==> config.mk <==
export PLATFORM = sky130hd
export DESIGN_NAME = fcmp_flag_unit
export DESIGN_NICKNAME = d
export VERILOG_FILES = /design/src/rtl/fcmp_pkg.sv /design/src/rtl/fcmp_decode.sv /design/src/rtl/fcmp_order.sv /design/src/rtl/fcmp_flag_unit.sv
export SDC_FILE = /design/constraint.sdc
export NUM_CORES = 1
export LEC_CHECK = 0
export ABC_AREA = 1
export ABC_CLOCK_PERIOD_IN_PS = 900
export BUFFER_PORTS_ARGS = -buffer_cell sky130_fd_sc_hd__buf_4
export CORE_MARGIN = 5
export CORE_UTILIZATION = 57
export DETAILED_ROUTE_END_ITERATION = 8
export HOLD_SLACK_MARGIN = 0.02
export PLACE_DENSITY_LB_ADDON = 0.15
export SLEW_MARGIN = 40
export SYNTH_ARGS = -nofsm -noshare
export SYNTH_HDL_FRONTEND = slang
export SYNTH_HIERARCHICAL = 1
export SYNTH_SLANG_ARGS = --single-unit
==> constraint.sdc <==
create_clock -name clk -period 0.9 [get_ports clk]
set_input_delay 0.09 -clock clk [delete_from_list [all_inputs] [get_ports clk]]
set_output_delay 0.09 -clock clk [all_outputs]
set_load 0.05 [all_outputs]
==> src/rtl/fcmp_pkg.sv <==
package fcmp_pkg;
    typedef enum logic [2:0] {
        REL_EQ  = 3'd0,
        REL_NE  = 3'd1,
        REL_GT  = 3'd2,
        REL_GE  = 3'd3,
        REL_LT  = 3'd4,
        REL_LE  = 3'd5,
        REL_UN  = 3'd6,
        REL_BAD = 3'd7
    } rel_e;

    localparam int NUM_FMT = 2;

    function automatic int fmt_exp_w(input int f);
        return (f == 0) ? 8 : 11;
    endfunction

    function automatic int fmt_man_w(input int f);
        return (f == 0) ? 23 : 52;
    endfunction
endpackage

==> src/rtl/fcmp_decode.sv <==
module fcmp_decode
    import fcmp_pkg::*;
(
    input  logic [7:0] code,
    output logic       legal,
    output logic       is_dbl,
    output logic       unord_fam,
    output rel_e       rel
);
    logic base_ok;

    always_comb begin
        rel       = rel_e'(code[2:0]);
        is_dbl    = code[4];
        unord_fam = code[5];
        base_ok   = (code[7:6] == 2'b00) && code[3];
        unique case (rel)
            REL_EQ, REL_NE, REL_GT,
            REL_GE, REL_LT, REL_LE: legal = base_ok;
            REL_UN:                 legal = base_ok && unord_fam;
            default:                legal = 1'b0;
        endcase
    end
endmodule

==> src/rtl/fcmp_order.sv <==
module fcmp_order #(
    parameter int EXP_W = 8,
    parameter int MAN_W = 23,
    localparam int W = EXP_W + MAN_W + 1
) (
    input  logic [W-1:0] a,
    input  logic [W-1:0] b,
    output logic         unord,
    output logic         any_snan,
    output logic         any_qnan,
    output logic         eq,
    output logic         lt
);
    logic [W-2:0] mag_a, mag_b;
    logic         nan_a, nan_b, both_zero;

    always_comb begin
        mag_a     = a[W-2:0];
        mag_b     = b[W-2:0];
        nan_a     = (&a[W-2 -: EXP_W]) && (|a[MAN_W-1:0]);
        nan_b     = (&b[W-2 -: EXP_W]) && (|b[MAN_W-1:0]);
        unord     = nan_a || nan_b;
        any_snan  = (nan_a && !a[MAN_W-1]) || (nan_b && !b[MAN_W-1]);
        any_qnan  = (nan_a && a[MAN_W-1]) || (nan_b && b[MAN_W-1]);
        both_zero = (mag_a == '0) && (mag_b == '0);
        eq        = both_zero || (a == b);
        if (both_zero)
            lt = 1'b0;
        else if (a[W-1] != b[W-1])
            lt = a[W-1];
        else if (!a[W-1])
            lt = mag_a < mag_b;
        else
            lt = mag_a > mag_b;
    end
endmodule

==> src/rtl/fcmp_flag_unit.sv <==
module fcmp_flag_unit
    import fcmp_pkg::*;
(
    input  logic        clk,
    input  logic        rst_n,
    input  logic        op_valid,
    input  logic [7:0]  op_code,
    input  logic [63:0] opnd_a,
    input  logic [63:0] opnd_b,
    output logic        flag_q,
    output logic        flag_we,
    output logic        invalid
);
    logic legal, is_dbl, unord_fam;
    rel_e rel;

    logic [NUM_FMT-1:0] f_unord, f_snan, f_qnan, f_eq, f_lt;

    fcmp_decode dec_i (
        .code      (op_code),
        .legal     (legal),
        .is_dbl    (is_dbl),
        .unord_fam (unord_fam),
        .rel       (rel)
    );

    for (genvar f = 0; f < NUM_FMT; f++) begin : g_fmt
        localparam int EW = fmt_exp_w(f);
        localparam int MW = fmt_man_w(f);
        localparam int FW = EW + MW + 1;
        fcmp_order #(.EXP_W(EW), .MAN_W(MW)) ord_i (
            .a        (opnd_a[FW-1:0]),
            .b        (opnd_b[FW-1:0]),
            .unord    (f_unord[f]),
            .any_snan (f_snan[f]),
            .any_qnan (f_qnan[f]),
            .eq       (f_eq[f]),
            .lt       (f_lt[f])
        );
    end

    logic unord, snan, qnan, eq, lt, rel_hit, mag_rel;
    logic flag_c, inv_c, do_write;

    always_comb begin
        unord   = f_unord[is_dbl];
        snan    = f_snan[is_dbl];
        qnan    = f_qnan[is_dbl];
        eq      = f_eq[is_dbl];
        lt      = f_lt[is_dbl];
        mag_rel = 1'b0;
        unique case (rel)
            REL_EQ:  rel_hit = eq;
            REL_NE:  rel_hit = !eq;
            REL_GT:  begin rel_hit = !eq && !lt; mag_rel = 1'b1; end
            REL_GE:  begin rel_hit = !lt;        mag_rel = 1'b1; end
            REL_LT:  begin rel_hit = lt;         mag_rel = 1'b1; end
            REL_LE:  begin rel_hit = lt || eq;   mag_rel = 1'b1; end
            default: rel_hit = 1'b0;
        endcase
        if (rel == REL_UN)
            flag_c = unord;
        else if (unord_fam)
            flag_c = unord || rel_hit;
        else
            flag_c = !unord && rel_hit;
        inv_c    = snan || (qnan && !unord_fam && mag_rel);
        do_write = op_valid && legal;
    end

    always_ff @(posedge clk or negedge rst_n) begin
        if (!rst_n) begin
            flag_q  <= 1'b0;
            flag_we <= 1'b0;
            invalid <= 1'b0;
        end else begin
            flag_we <= do_write;
            invalid <= do_write && inv_c;
            if (do_write)
                flag_q <= flag_c;
        end
    end
endmodule

==> tab_implementation.tex, run 1 <==
\begin{tabular}{lr}
\hline
Metric & Value \\
\hline
\multicolumn{2}{l}{\textbf{Global route}} \\
Maximum number of pins on one net before global-route repair & 8 \\
Gr usage total & between 80\% and 90\% \\
Overall overflow remaining after global route & approximately 370 \\
\multicolumn{2}{l}{\textbf{Logic synthesis}} \\
Top cells by area in the synthesized netlist & sky130\_fd\_sc\_hd\_\_ha\_1 (30\%), sky130\_fd\_sc\_hd\_\_nand2\_1 (17\%), sky130\_fd\_sc\_hd\_\_inv\_1 (12\%) \\
Dominant cell type by area after synthesis & sky130\_fd\_sc\_hd\_\_ha\_1 \\
Share of synthesized registers carrying an async set or reset & 100\% \\
Mean instance size in the synthesized netlist & 5.57 um2 \\
Number of unique standard cell types used by synthesis & 33 \\
Prevailing post-synth register cell & sky130\_fd\_sc\_hd\_\_dfrtp\_1 \\
Count of state elements after synthesis & 3 \\
Post-synthesis net count & between 900 and 1000 \\
Share of the synthesized area in the top cell type & between 20 and 30\% \\
Count of warnings emitted by yosys & 6 \\
Share of synthesized area occupied by flip-flops and latches & 1.90\% \\
Syn Inst Count & 710 \\
Number of flops mapped to enable cells by yosys & 0 \\
Combined area of all synthesized cells & 3960 um2 \\
\multicolumn{2}{l}{\textbf{Timing}} \\
GRT worst endpoint & flag\_q\$\_DFFE\_PN0P\_/D \\
Kind of the worst endpoint & register input \\
\multicolumn{2}{l}{\textbf{Placement}} \\
Area post-placement & a little under 6000 um2 \\
Final weighted congestion in routability-driven placement & 0.955 \\
Port-buffer cells & 141 \\
Half-perimeter wire length after detailed placement & 13.1 mm \\
\multicolumn{2}{l}{\textbf{Floorplan}} \\
Starting density of the core & 58.3\% \\
Die outline width & between 90 and 100 um \\
Total I/O pin count & roughly 140 \\
Die Span Y & 93.3 um \\
\# rows & 30 \\
\multicolumn{2}{l}{\textbf{Outcome}} \\
Run status & did not finish \\
First error in the log & [ERROR GRT-0232] Routing congestion too high. Check the congestion heatmap in the GUI. \\
Failing step & global routing \\
\multicolumn{2}{l}{\textbf{CTS}} \\
Maximum buffer depth of the clock tree & 2 \\
Clock Tree Root & sky130\_fd\_sc\_hd\_\_clkbuf\_8 \\
H-tree lvl count & 1 \\
Number of CTS-inserted buffers & 3 \\
Clock sink count & 3 \\
\hline
\end{tabular}
[stage by stage]
step	setup TNS, ns	instances	worst slack [ns]
3_5_place_dp	-2.35	1046	-1.43
2_1_floorplan	-1.17	710	-0.866
3_3_place_gp	-2.23	1046	-1.35
4_1_cts	-1.67	1054	-1.04
[timing repair]
item,CTS
endpoints found under the hold margin,3
pin swaps,17
buffers inserted,3
gates resized for setup,32
setup endpoints to repair,2
hold buffers,1
[cell families after synthesis]
| kind of cell | count (synthesis) | synth area share, % |
|---|---|---|
| simple gates | 393 | 44.3 |
| buf+inv | 164 | 16.0 |
| fa+ha+maj | 94 | 29.7 |
| compound gates | 53 | 7.34 |
| flops | 3 | 1.90 |
| xor+xnor | 2 | 0.443 |
| mux | 1 | 0.253 |
[Yosys cell counts (5+ instances only)]
cell and n:
sky130_fd_sc_hd__o21ai_1 5, sky130_fd_sc_hd__a21oi_1 37, sky130_fd_sc_hd__nor2_2 6, sky130_fd_sc_hd__nand2_1 177
sky130_fd_sc_hd__nor4_1 14, sky130_fd_sc_hd__buf_4 5, sky130_fd_sc_hd__a21o_1 5, sky130_fd_sc_hd__nor3_1 14
sky130_fd_sc_hd__nand3_1 32, sky130_fd_sc_hd__nand2_2 8, sky130_fd_sc_hd__nor2_1 95, sky130_fd_sc_hd__inv_1 125
sky130_fd_sc_hd__inv_2 32, sky130_fd_sc_hd__ha_1 94, sky130_fd_sc_hd__nand4_1 36
[metal layers]
metal  global-route usage [%]  GRT overflow
met1                     77.1             6
met2                      109           246
met3                     70.2             2
met4                      101           113
met5                     26.9             0
==> run 2, diff against run 1 <==
--- a/config.mk
+++ b/config.mk
@@ -9,9 +9,8 @@
 export ABC_CLOCK_PERIOD_IN_PS = 900
 export BUFFER_PORTS_ARGS = -buffer_cell sky130_fd_sc_hd__buf_4
 export CORE_MARGIN = 5
-export CORE_UTILIZATION = 57
+export CORE_UTILIZATION = 40
 export DETAILED_ROUTE_END_ITERATION = 8
-export HOLD_SLACK_MARGIN = 0.02
 export PLACE_DENSITY_LB_ADDON = 0.15
 export SLEW_MARGIN = 40
 export SYNTH_ARGS = -nofsm -noshare
==> tab_implementation.tex, run 2 <==
\begin{tabular}{lr}
\hline
Metric & Value \\
\hline
\multicolumn{2}{l}{\textbf{Final layout}} \\
Share of final-layout standard cells stronger than drive strength 1 & approximately 43\% \\
Leading cell types in the layout, fill and taps excluded & sky130\_fd\_sc\_hd\_\_buf\_4 (241), sky130\_fd\_sc\_hd\_\_nand2\_1 (160), sky130\_fd\_sc\_hd\_\_inv\_1 (102) \\
Diodes inserted & 0 \\
Cell area after layout & 6850 um2 \\
Area Overhead vs Synth & 73.0\% \\
Most common library cell in the layout ignoring fill and taps & sky130\_fd\_sc\_hd\_\_buf\_4 \\
Fin nets & 1205 \\
Registers with the highest flip-flop counts & flag\_q: 1 flops, flag\_we: 1 flops, invalid: 1 flops \\
\multicolumn{2}{l}{\textbf{Floorplan}} \\
Floorplan die area & 12000 um2 \\
Area inside the core boundary & 9730 um2 \\
\# rows & 36 (was 30) \\
Total I/O pin count & 142 (unchanged) \\
Starting density of the core & 40.7\% (was 58.3\%) \\
Die outline width & 109 um (was 93.3 um) \\
Die Span Y & 109 um (was 93.3 um) \\
\multicolumn{2}{l}{\textbf{Worst setup path}} \\
Data arrival time of the critical path & 2.03 ns \\
Worst R2R Path Depth & 2 \\
Reg-to-reg critical path endpoint & flag\_q \\
Reg-to-reg critical path startpoint & flag\_q \\
Crit end category & flip-flop \\
Startpoint types & input pin \\
Max FO, Critical Path & 3 \\
Data required, critical path & 1.00 ns \\
Setup slack on the worst flop-to-flop path & 0.30 ns \\
Startpoint-to-endpoint class of the critical path & in2reg \\
\multicolumn{2}{l}{\textbf{Logic synthesis}} \\
Count of warnings emitted by yosys & 6 (unchanged) \\
Number of flops mapped to enable cells by yosys & 0 (unchanged) \\
Number of unique standard cell types used by synthesis & 33 (unchanged) \\
Prevailing post-synth register cell & sky130\_fd\_sc\_hd\_\_dfrtp\_1 (unchanged) \\
Share of the synthesized area in the top cell type & 29.7\% (unchanged) \\
Post-synthesis net count & 943 (unchanged) \\
Combined area of all synthesized cells & 3960 um2 (unchanged) \\
Dominant cell type by area after synthesis & sky130\_fd\_sc\_hd\_\_ha\_1 (unchanged) \\
Count of state elements after synthesis & 3 (unchanged) \\
Syn Inst Count & 710 (unchanged) \\
Top cell types by occurrence after synthesis & sky130\_fd\_sc\_hd\_\_nand2\_1 (177), sky130\_fd\_sc\_hd\_\_inv\_1 (125), sky130\_fd\_sc\_hd\_\_nor2\_1 (95), sky130\_fd\_sc\_hd\_\_ha\_1 (94), sky130\_fd\_sc\_hd\_\_a21oi\_1 (37) (unchanged) \\
Top cells by area in the synthesized netlist & sky130\_fd\_sc\_hd\_\_ha\_1 (30\%), sky130\_fd\_sc\_hd\_\_nand2\_1 (17\%), sky130\_fd\_sc\_hd\_\_inv\_1 (12\%) (unchanged) \\
Share of synthesized registers carrying an async set or reset & 100\% (unchanged) \\
Share of synthesized area occupied by flip-flops and latches & 1.90\% (unchanged) \\
Mean instance size in the synthesized netlist & 5.57 um2 (unchanged) \\
Most instantiated library cell after synthesis & sky130\_fd\_sc\_hd\_\_nand2\_1 (unchanged) \\
\multicolumn{2}{l}{\textbf{Run}} \\
Max-cap viol count & 0 \\
\multicolumn{2}{l}{\textbf{Outcome}} \\
Violations in the final reports & setup timing \\
Run status & finished, violations left (was did not finish) \\
\multicolumn{2}{l}{\textbf{Worst hold path}} \\
Worst min-delay path category & in2reg \\
WHS Path Cells & 3 \\
Worst hold start & op\_valid \\
Destination of the worst hold path & flag\_we \\
\multicolumn{2}{l}{\textbf{CTS}} \\
Clock insertion delay at the later pin of the skew report & 0.21 ns \\
TritonCTS clock tree & built \\
Clock slew at the register clock pins of the worst setup and hold paths & about 0.030 ns \\
H-tree lvl count & 1 (unchanged) \\
Maximum buffer depth of the clock tree & 2 (unchanged) \\
Clock Tree Root & sky130\_fd\_sc\_hd\_\_clkbuf\_8 (unchanged) \\
Number of CTS-inserted buffers & 3 (unchanged) \\
Clock sink count & 3 (unchanged) \\
\multicolumn{2}{l}{\textbf{Drt}} \\
Final ANT Viol Nets & 0 \\
Via-to-Cell Ratio & 4.87 \\
DR DRC count & 0 \\
Total via count after detailed routing & approximately 5400 \\
Final routed wire length divided by cell count & 13.1 um \\
Final wirelength & 14.4 mm \\
Violation count after the first detailed-route iteration & 219 \\
Number of detailed-route iterations in the first pass & 5 \\
\multicolumn{2}{l}{\textbf{Timing}} \\
Transition time at the pin with the least slew margin & 0.358 ns \\
Final worst path period share & 215\% \\
Fin. Hold Viols & 0 \\
Fin crit period & between 1.5 and 2 ns \\
Slew Viols, Final & 0 \\
Worst Setup Slack, final & -1.03 ns \\
Highest attainable clock frequency & 518 MHz \\
Setup clock skew after layout & 0 ns \\
Final number of setup-violating endpoints & 2 \\
RSZ-0062 raised after global routing & true \\
Normalized max-slew margin & 75.9\% \\
\multicolumn{2}{l}{\textbf{Power and ir drop}} \\
Leakage power total & 3.71 nW \\
Power after layout & $\sim$3.6 mW \\
Cell Pwr Density & 529 nW/um2 \\
Largest vdd supply drop & 0.579 mV \\
\multicolumn{2}{l}{\textbf{Global route}} \\
Initial antenna violation count & 0 \\
Overall overflow remaining after global route & 0 \\
Maximum number of pins on one net before global-route repair & 8 \\
Global-route wire length before repair & approximately 23 mm \\
Gr usage total & 23.4\% \\
Number of global-route vias before repair & 5390 \\
\multicolumn{2}{l}{\textbf{Placement}} \\
Area post-placement & 6080 um2 (was 5940 um2) \\
Half-perimeter wire length after detailed placement & 12.5 mm (was 13.1 mm) \\
Final weighted congestion in routability-driven placement & 0.893 (was 0.955) \\
Port-buffer cells & 141 (unchanged) \\
\hline
\end{tabular}
[run 2: cell counts after synthesis]
Identical to the previous run, type by type.
[run 2: worst max path at each step]
stage	slack, ns	end	start
after floorplan	-0.87	flag_q	opnd_b[36]
after global placement	-1.29	flag_q	opnd_a[38]
after detailed placement	-1.35	flag_q	opnd_a[38]
after CTS	-1.01	flag_q	opnd_a[62]
after global routing	-1.21	flag_q	opnd_b[30]
final	-1.03	flag_q	opnd_a[10]
[run 2: stage by stage]
stage               setup WS (ns)  TNS [ns]  util [%]  hold slack (ns)  instances
floorplan                  -0.866     -1.17         -           -0.206        710
global placement            -1.29     -2.19      62.5           -0.120       1094
detailed placement          -1.35     -2.32      62.5           -0.119       1094
CTS                         -1.01     -1.66      68.2            0.111       1104
global route                -1.21     -1.98      70.4            0.118       1104
finish                      -1.03     -1.68      70.4            0.114       1104
[run 2: repair_timing]
action / in CTS / in global routing
endpoints found under the setup margin: 2 / 2
hold endpoints to repair: 3 / 0
buffers inserted: 5 / 2
pin swaps: 47 / 40
resized for setup: 79 / 54
hold buffers: 1 / 0
[run 2: cell type report]
cell class              instances  area, um2
well taps                     133        166
clock buffers                   4       45.0
repair buffers                262       2060
fillers                       848       2880
multi-input cells             543       3850
flip-flops and latches          3       75.1
inverters                     159        649
[run 2: metal layers]
layer / track usage [%] / part of all wire, % / wire length, um
met2: 45.5 / 51 / 7340
met4: 5.08 / 2.3 / 329
met3: 1.94 / 4.5 / 643
met1: 27.5 / 42 / 6120
met5: 0 / 0 / 0
[run 2: worst max-delay path, cell delays in order]
cell                       delay [ns]
sky130_fd_sc_hd__buf_4           0.13
sky130_fd_sc_hd__ha_4            0.24
sky130_fd_sc_hd__nand2_2         0.10
sky130_fd_sc_hd__inv_2           0.03
sky130_fd_sc_hd__nand2_1         0.05
sky130_fd_sc_hd__nand2_1         0.09
sky130_fd_sc_hd__a21oi_2         0.18
sky130_fd_sc_hd__nand2_1         0.10
sky130_fd_sc_hd__nand2_1         0.07
sky130_fd_sc_hd__nand2_1         0.05
sky130_fd_sc_hd__nand2_1         0.06
sky130_fd_sc_hd__nand2_2         0.06
sky130_fd_sc_hd__a21oi_2         0.15
sky130_fd_sc_hd__nor2_2          0.06
sky130_fd_sc_hd__inv_1           0.05
sky130_fd_sc_hd__nand2_1         0.06
sky130_fd_sc_hd__nand2_2         0.08
sky130_fd_sc_hd__nand2_1         0.05
sky130_fd_sc_hd__nand2_1         0.06
sky130_fd_sc_hd__nand3_1         0.08
sky130_fd_sc_hd__o21bai_1        0.13
sky130_fd_sc_hd__nand2_1         0.06
[run 2: cell families after synthesis]
family | synth area share, %
compound gates | 7.34
xor+xnor | 0.443
fa+ha+maj | 29.7
buf+inv | 16.0
flops | 1.90
mux | 0.253
simple gates | 44.3
[run 2: where the power goes]
group / internal (mW) / total [mW] / switching, mW / leakage (nW)
clock: 0.302 / 0.389 / 0.0873 / 0.0228
sequential: 0.149 / 0.157 / 0.00746 / 0.0403
combinational: 1.54 / 3.08 / 1.54 / 3.65
total: 1.99 / 3.62 / 1.63 / 3.71
No activity file was read; power rests on OpenSTA's default activity.
